===== src/rtl/csr_rmw_pkg.sv =====
package csr_rmw_pkg;
  localparam int unsigned ADDR_W = 12;
  localparam int unsigned IDX_W  = 5;
  localparam logic [6:0]  OPC_SYSTEM = 7'b1110011;
  localparam logic [1:0]  RO_TAG     = 2'b11;

  typedef enum logic [1:0] {
    ALU_NONE = 2'b00,
    ALU_SWAP = 2'b01,
    ALU_SET  = 2'b10,
    ALU_CLR  = 2'b11
  } alu_op_e;

  typedef struct packed {
    logic              hit;
    alu_op_e           op;
    logic              use_imm;
    logic [IDX_W-1:0]  src;
    logic [IDX_W-1:0]  rd;
    logic [ADDR_W-1:0] addr;
  } dec_t;
endpackage


===== src/rtl/csr_rmw_decode.sv =====
module csr_rmw_decode
  import csr_rmw_pkg::*;
(
  input  logic        valid_i,
  input  logic [31:0] instr_i,
  output dec_t        dec_o
);
  logic [2:0] f3;
  assign f3 = instr_i[14:12];

  always_comb begin
    dec_o.addr    = instr_i[31:20];
    dec_o.src     = instr_i[19:15];
    dec_o.rd      = instr_i[11:7];
    dec_o.use_imm = f3[2];
    unique case (f3[1:0])
      2'b01:   dec_o.op = ALU_SWAP;
      2'b10:   dec_o.op = ALU_SET;
      2'b11:   dec_o.op = ALU_CLR;
      default: dec_o.op = ALU_NONE;
    endcase
    dec_o.hit = valid_i && (instr_i[6:0] == OPC_SYSTEM) && (f3[1:0] != 2'b00);
  end
endmodule


===== src/rtl/csr_rmw_gate.sv =====
module csr_rmw_gate
  import csr_rmw_pkg::*;
(
  input  dec_t dec_i,
  output logic re_o,
  output logic we_o,
  output logic illegal_o
);
  logic is_swap, rd_zero, src_zero, ro, wr_intent;

  always_comb begin
    is_swap   = (dec_i.op == ALU_SWAP);
    rd_zero   = (dec_i.rd == '0);
    src_zero  = (dec_i.src == '0);
    ro        = (dec_i.addr[ADDR_W-1 -: 2] == RO_TAG);
    // swap with rd=x0 skips the read; set/clear always read
    re_o      = dec_i.hit && !(is_swap && rd_zero);
    // set/clear with zero source field skips the write, whatever the register holds
    wr_intent = dec_i.hit && (is_swap || !src_zero);
    illegal_o = wr_intent && ro;
    we_o      = wr_intent && !ro;
  end
endmodule


===== src/rtl/csr_rmw_alu.sv =====
module csr_rmw_alu
  import csr_rmw_pkg::*;
#(
  parameter int unsigned XLEN = 32
) (
  input  alu_op_e         op_i,
  input  logic [XLEN-1:0] operand_i,
  input  logic [XLEN-1:0] old_i,
  output logic [XLEN-1:0] new_o
);
  always_comb begin
    unique case (op_i)
      ALU_SWAP: new_o = operand_i;
      ALU_SET:  new_o = old_i | operand_i;
      ALU_CLR:  new_o = old_i & ~operand_i;
      default:  new_o = old_i;
    endcase
  end
endmodule


===== src/rtl/csr_rmw_wb.sv =====
module csr_rmw_wb
  import csr_rmw_pkg::*;
#(
  parameter int unsigned XLEN = 32
) (
  input  logic             clk_i,
  input  logic             rst_ni,
  input  logic             hit_i,
  input  logic             illegal_i,
  input  logic [IDX_W-1:0] rd_i,
  input  logic [XLEN-1:0]  rdata_i,
  output logic             rd_we_o,
  output logic [IDX_W-1:0] rd_addr_o,
  output logic [XLEN-1:0]  rd_data_o,
  output logic             illegal_o
);
  always_ff @(posedge clk_i or negedge rst_ni) begin
    if (!rst_ni) begin
      rd_we_o   <= 1'b0;
      rd_addr_o <= '0;
      rd_data_o <= '0;
      illegal_o <= 1'b0;
    end else begin
      rd_we_o   <= hit_i && (rd_i != '0) && !illegal_i;
      illegal_o <= illegal_i;
      if (hit_i) begin
        rd_addr_o <= rd_i;
        rd_data_o <= rdata_i;
      end
    end
  end

  AST_WB_DATA_OLD: assert property (@(posedge clk_i) disable iff (!rst_ni)
    rd_we_o |-> (rd_data_o == $past(rdata_i)));
  AST_WB_NOT_X0: assert property (@(posedge clk_i) disable iff (!rst_ni)
    rd_we_o |-> (rd_addr_o != '0));
  AST_ILL_NO_WB: assert property (@(posedge clk_i) disable iff (!rst_ni)
    illegal_o |-> !rd_we_o);
endmodule


===== src/rtl/csr_rmw_unit.sv =====
module csr_rmw_unit
  import csr_rmw_pkg::*;
#(
  parameter int unsigned XLEN = 32
) (
  input  logic              clk_i,
  input  logic              rst_ni,
  input  logic              valid_i,
  input  logic [31:0]       instr_i,
  input  logic [XLEN-1:0]   rs1_val_i,
  output logic [ADDR_W-1:0] csr_addr_o,
  output logic              csr_re_o,
  output logic              csr_we_o,
  output logic [XLEN-1:0]   csr_wdata_o,
  input  logic [XLEN-1:0]   csr_rdata_i,
  output logic              rd_we_o,
  output logic [IDX_W-1:0]  rd_addr_o,
  output logic [XLEN-1:0]   rd_data_o,
  output logic              illegal_o
);
  dec_t            dec;
  logic            ill_now;
  logic [XLEN-1:0] operand;

  csr_rmw_decode u_dec (
    .valid_i (valid_i),
    .instr_i (instr_i),
    .dec_o   (dec)
  );

  csr_rmw_gate u_gate (
    .dec_i     (dec),
    .re_o      (csr_re_o),
    .we_o      (csr_we_o),
    .illegal_o (ill_now)
  );

  // immediate variants zero-extend the 5-bit source field
  assign operand    = dec.use_imm ? {{(XLEN-IDX_W){1'b0}}, dec.src} : rs1_val_i;
  assign csr_addr_o = dec.addr;

  csr_rmw_alu #(.XLEN(XLEN)) u_alu (
    .op_i      (dec.op),
    .operand_i (operand),
    .old_i     (csr_rdata_i),
    .new_o     (csr_wdata_o)
  );

  csr_rmw_wb #(.XLEN(XLEN)) u_wb (
    .clk_i     (clk_i),
    .rst_ni    (rst_ni),
    .hit_i     (dec.hit),
    .illegal_i (ill_now),
    .rd_i      (dec.rd),
    .rdata_i   (csr_rdata_i),
    .rd_we_o   (rd_we_o),
    .rd_addr_o (rd_addr_o),
    .rd_data_o (rd_data_o),
    .illegal_o (illegal_o)
  );

  AST_IDLE_QUIET: assert property (@(posedge clk_i) disable iff (!rst_ni)
    !valid_i |-> (!csr_re_o && !csr_we_o));
  AST_RO_NO_WRITE: assert property (@(posedge clk_i) disable iff (!rst_ni)
    csr_we_o |-> (csr_addr_o[ADDR_W-1 -: 2] != RO_TAG));
  AST_ILL_FROM_RO: assert property (@(posedge clk_i) disable iff (!rst_ni)
    illegal_o |-> ($past(csr_addr_o[ADDR_W-1 -: 2]) == RO_TAG));
  AST_WB_AFTER_READ: assert property (@(posedge clk_i) disable iff (!rst_ni)
    rd_we_o |-> $past(csr_re_o));
  AST_SET_KEEPS_ONES: assert property (@(posedge clk_i) disable iff (!rst_ni)
    (csr_we_o && instr_i[13:12] == 2'b10) |-> ((csr_wdata_o & csr_rdata_i) == csr_rdata_i));
  AST_CLR_NO_NEW_ONES: assert property (@(posedge clk_i) disable iff (!rst_ni)
    (csr_we_o && instr_i[13:12] == 2'b11) |-> ((csr_wdata_o & ~csr_rdata_i) == '0));
endmodule


===== config.mk =====
export PLATFORM = sky130hd
export DESIGN_NAME = csr_rmw_unit
export DESIGN_NICKNAME = d
export VERILOG_FILES = /design/src/rtl/csr_rmw_pkg.sv /design/src/rtl/csr_rmw_decode.sv /design/src/rtl/csr_rmw_gate.sv /design/src/rtl/csr_rmw_alu.sv /design/src/rtl/csr_rmw_wb.sv /design/src/rtl/csr_rmw_unit.sv
export SDC_FILE = /design/constraint.sdc
export NUM_CORES = 1
export LEC_CHECK = 0
export ABC_AREA = 1
export BUFFER_PORTS_ARGS = -buffer_cell sky130_fd_sc_hd__buf_2
export CELL_PAD_IN_SITES_DETAIL_PLACEMENT = 0
export CELL_PAD_IN_SITES_GLOBAL_PLACEMENT = 1
export CORE_ASPECT_RATIO = 1.4
export CORE_MARGIN = 4
export CORE_UTILIZATION = 23
export DETAILED_ROUTE_END_ITERATION = 6
export PLACE_DENSITY_LB_ADDON = 0.1
export SLEW_MARGIN = 5
export SYNTH_ARGS = -nofsm -noshare
export SYNTH_HDL_FRONTEND = slang
export SYNTH_SLANG_ARGS = --single-unit

===== constraint.sdc =====
create_clock -name clk_i -period 0.8 [get_ports clk_i]
set_input_delay 0.08 -clock clk_i [delete_from_list [all_inputs] [get_ports clk_i]]
set_output_delay 0.08 -clock clk_i [all_outputs]
set_load 0.02 [all_outputs]

Word level (Yosys, flattened, before mapping). Index checks and enable logic that the tools add are counted.

Input bits: 99. Word-level logic and storage cells: 36. Output and inout bits: 85. Bits in registers: 39.

Eq/ne operators: 8. Mux-type cells: 3. Bitwise gates (word level): 3. Reduce and logical (&&, ||, !) cells: 18.

Operators with widths (count): $pmux W32 S3 (1); $and A32 B32 Y32 (1); $mux W32 (1); $not A32 Y32 (1); $or A32 B32 Y32 (1); $eq A2 B2 Y1 const B (5); $logic_not A5 Y1 (2); $logic_and A1 B1 Y1 (9); $eq A7 B7 Y1 const B (1); $pmux W2 S3 (1); $reduce_bool A5 Y1 (1); $eq A2 B1 Y1 const B (2); $logic_not A1 Y1 (4); $reduce_bool A2 Y1 (1); $logic_or A1 B1 Y1 (1).

Depth between registers and ports, before layout.
Depth after elaboration: 8. Gate-level depth with buffers: 7. Mapped depth without buffers: 7.

Cells and area by module. Synthesis repeated with hierarchy kept, for this count alone.

Cell total of the unflattened synthesis: 501. Area, all modules: 2990.4 um^2.

By module, submodules not included: csr_rmw_wb (sequential area each 975.9 um^2, instances 1, cells an instance 165, area each 1480.2 um^2); csr_rmw_alu (sequential area each 0.0 um^2, instances 1, cells an instance 209, area each 894.6 um^2); csr_rmw_unit (sequential area each 0.0 um^2, instances 1, cells an instance 74, area each 312.8 um^2); csr_rmw_decode (sequential area each 0.0 um^2, instances 1, cells an instance 34, area each 220.2 um^2); csr_rmw_gate (sequential area each 0.0 um^2, instances 1, cells an instance 19, area each 82.6 um^2).

Worst setup path before layout. OpenSTA, ideal clock, no wires.

Kind: input-to-output. From: in instr_i[13]. To: out csr_wdata_o[10]. Buffers on the path: 1. Path slack: -328 ps. Stages on the path: 6. Arrival: 1048 ps. Path through: inv_2 nand2_2 inv_2 nor2_2 buf_2 o21ai_0.

Cells in the longest elaborated chain, start to end: 4. Elaborated cells between the ends (all ways): 8. Those cells by class: eq/ne (6); mux (2).

RTL lines: start: declaration (RTL line csr_rmw_unit.sv:9) `input logic [31:0] instr_i,`; $eq A2 B2 Y1 or $eq A2 B1 Y1 (tied branches) (RTL line csr_rmw_decode.sv:16) `unique case (f3[1:0])`; $pmux W2 S3 * (RTL line csr_rmw_decode.sv:16); $eq A2 B2 Y1 or $eq A2 B1 Y1 (tied branches) (RTL line csr_rmw_alu.sv:12) `unique case (op_i)`; $pmux W32 S3 * (RTL line csr_rmw_alu.sv:12); end: declaration (RTL line csr_rmw_unit.sv:14) `output logic [XLEN-1:0] csr_wdata_o,`.

Every way passes the cells marked *; elsewhere a longest branch is shown, timed or not.

Worst setup path in the final report.
From: in instr_i[13]. To: out csr_wdata_o[1].

Same word-level chain as after synthesis.

==> reports/metrics.yaml <==
status:
  status: "complete, but fails checks"
  violations: "negative setup slack"
layout:
  drive_gt1_share_pct: 67.84
  layout-area-overhead-vs-synth_pct: 133.9
  utilization_pct: 55.23
  fill_cells: 965
  diodes: 0
  final_nets: 641
clock_network:
  cts_buffer_depth: 2
  clockRootBuffer: "clkbuf_16"
  cts-buffers-inserted: 5
  clk_pin_slew_ns: 0.05
  clock-sinks: 39
  cts_tree: "built"
  clk_latency_ns: 0.27
  htree_levels: 2
synthesis:
  yosys_register_bits: 39
  yosys.area_share.simple_pct: 28.43
  synth.yosys.seq_area_share_pct: 41.76
  async_flop_share_pct: 100.0
  yosys.cell_count.top_type: "nand2_1"
  synthAdderAreaFrac_pct: 0
  yosys_warnings: 0
  synthMuxAreaShare_pct: 0
  synthXorXnorAreaFrac_pct: 0
  synth_compound_area_share_pct: 18.31
  ys_types: 22
  synth_common_cells: "145 x nand2_1, 39 x dfrtp_1, 27 x o211ai_1, 23 x o21ai_0"
  synth_ff_type: "dfrtp_1"
  synth_largest_area_cell: "dfrtp_1"
  yosys.area.top_type_share_pct: 41.76
  synth_top_family_by_area: "simple AND/OR/NAND/NOR gates"
  synth.avg_cell_area_sq_um: 7.169
  synth_area_sq_um: 2337
  synthCells: 326
  synthesis.nets: 425
  synth_area_leaders: "dfrtp_1 42%, nand2_1 23%, o211ai_1 8.7%"
  synth-edff-count: 0
floorplan:
  design.core.area_sq_um: 9899
  rows: 43
  start_util_pct: 23.61
  die_y_um: 127.3
  ios: 184
  dieArea_sq_um: 11860
  die_w_um: 93.20
place:
  place_worst_setup_slack_ns: -0.3649
  dp.final_hpwl_um: 7214
  io_buffers: 163
  globalplace.congestion: 0.7986
pwr:
  p_leak_nw: 2.683
  powerDensity_nw_per_um2: 1247
  vdd_ir_drop_max_mv: 0.8182
drt:
  drtAntennaViolNets: 0
  drt_wl_total_um: 10680
  num_vias: 3040
  drc: 0
  via_per_inst: 4.497
  detail_route.wl_per_cell_um: 15.80
  drtIter0Drc: 87
  dr.pass1.iters: 4
min_path:
  hold_path.class: "input pin to register"
  whs_path_depth: 3
  hold_path.startpoint: "csr_rdata_i[29]"
  whs_endpoint: "u_wb.rd_data_o[29]"
timing:
  tightest_slew_ns: 0.2899
  fin_crit_sh_pct: 133.7
  finalHoldViolations: 0
  fin_crit_ns: 1.070
  drv_slew: 0
  finalSetupViolCount: 112
  relSlewSlack_pct: 80.59
  fin_ws_ns: -0.2696
  rsz0062_at_grt: "true"
  max_freq_mhz: 934.9
  finClkSkew_ns: 0
setup_path:
  reg2reg_to: "u_wb.rd_data_o[8]"
  cp.arrival_ns: 0.99
  slowest_delay_ns: 0.15
  cpLargestDelayFamily: "buffers and inverters"
  reg2reg_from: "u_wb.rd_data_o[8]"
  path_max_fanout: 7
  ff2ff_setup_slack_ns: -0.03
  critical_path.cell_chain: "buf_8 -> inv_12 -> nand2_8 -> inv_6 -> nor2_4 -> buf_12 -> buf_12 -> o22ai_4 -> buf_6"
  ff2ff_path_depth: 4
  critPathCaptureType: "output pin"
  worstSetupStartpointType: "input pin"
  worst-setup-path-type: "input pin to output pin"
  cp.required_ns: 0.72
  cpMostUsedCell: "buf_12"
  path_buf_inv: 6
  cp-startpoint: "instr_i[13]"
  cpMaxStageDelayCell: "buf_12"
global_route:
  grt_usage_pct: 17.21
  grt_pass1_vias: 3139
  grt_first_pass_wirelength_um: 15970
  grt_max_degree: 40
  antenna_found_initial: 0
  grt-ovfl-total: 0
flow_run:
  cap_violations: 0
==> routing by layer <==
layer	GRT usage, %	vias to the layer above	part of all wire [%]
met1	18.30	1439	36
met5	0	-	0
li1	-	1491	-
met2	34.15	103	57
met3	3.357	7	5.8
met4	3.883	0	1.2
==> cell families (layout without fill, tap and decap cells) <==
| group | Yosys count | after routing |
|---|---|---|
| DFF | 39 | 39 |
| buffers and inverters | 50 | 265 |
| and+or+nand+nor | 167 | 167 |
| AOI/OAI and AO/OA | 70 | 70 |
==> cells in the final DEF, fill, tap and decap left out, types with 8 or more instances in the layout <==
master,instances
buf_12,9
buf_2,83
buf_4,43
buf_6,86
buf_8,8
dfrtp_1,39
inv_1,12
nand2_1,83
nand2_2,47
nand2_4,15
o211ai_1,27
o21ai_2,10
o21ai_4,25
==> how the worst max path moves through the flow <==
stage | end | slack, ns | cells past startpoint
finish | csr_wdata_o[1] | -0.27 | 9
global route | csr_wdata_o[1] | -0.31 | 9
CTS | csr_wdata_o[30] | -0.27 | 9
detailed placement | csr_wdata_o[26] | -0.36 | 8
global placement | csr_wdata_o[27] | -0.34 | 8
floorplan | csr_wdata_o[0] | -0.02 | 6
==> area by class of cell <==
type                            count  area [sq um]  share of cell area [%]
Timing Repair Buffer              237          2205                   40.32
Multi-Input combinational cell    237          1812                   33.14
Sequential cell                    39         975.9                   17.85
Tap cell                          135         168.9                   3.089
Clock buffer                        6         128.9                   2.357
Inverter                           19         115.1                   2.105
Timing Repair inverter              3         62.56                   1.144
==> worst reg2reg max path, cell delays in order (launching register included) <==
cell     delay, ns
dfrtp_1       0.38
buf_4         0.14
buf_4         0.12
nand2_1       0.05
nand2_1       0.04
==> through the flow <==
step	std cells	power (W)	hold WS, ns	instance area [sq um]	TNS, ns
after floorplan	326	0.003519	-0.2156	2952	-0.1100
after global placement	635	0.004271	0.06786	4053	-21.20
after detailed placement	635	0.004292	0.06979	4053	-22.79
after CTS	662	0.006767	0.01610	5092	-12.03
after global routing	676	0.007152	0.03695	5468	-18.27
final	676	0.006818	0.02232	5468	-14.26
==> state kept, by name (all words and copies together), names as in the netlist <==
name,count
u_wb.rd_data_o,32
u_wb.rd_we_o,1
u_wb.illegal_o,1
u_wb.rd_addr_o,5
==> power breakdown <==
group / total (W) / switching, W / internal [W] / leakage, nW
sequential: 0.00221 / 0.000109 / 0.00210 / 0.535
clock: 0.00180 / 0.000685 / 0.00112 / 0.0628
combinational: 0.00280 / 0.00140 / 0.00140 / 2.09
==> repair_timing <==
| item | 4_1_cts | 5_1_grt |
|---|---|---|
| pin swaps | 22 | 29 |
| buffers inserted | 14 | 13 |
| resized for setup | 195 | 74 |
| gates cloned | 7 | 4 |
| hold buffers | 1 | 0 |
| endpoints found under the setup margin | 96 | 112 |
| hold endpoints to repair | 39 | 0 |
No activity file was read; power rests on OpenSTA's default activity.
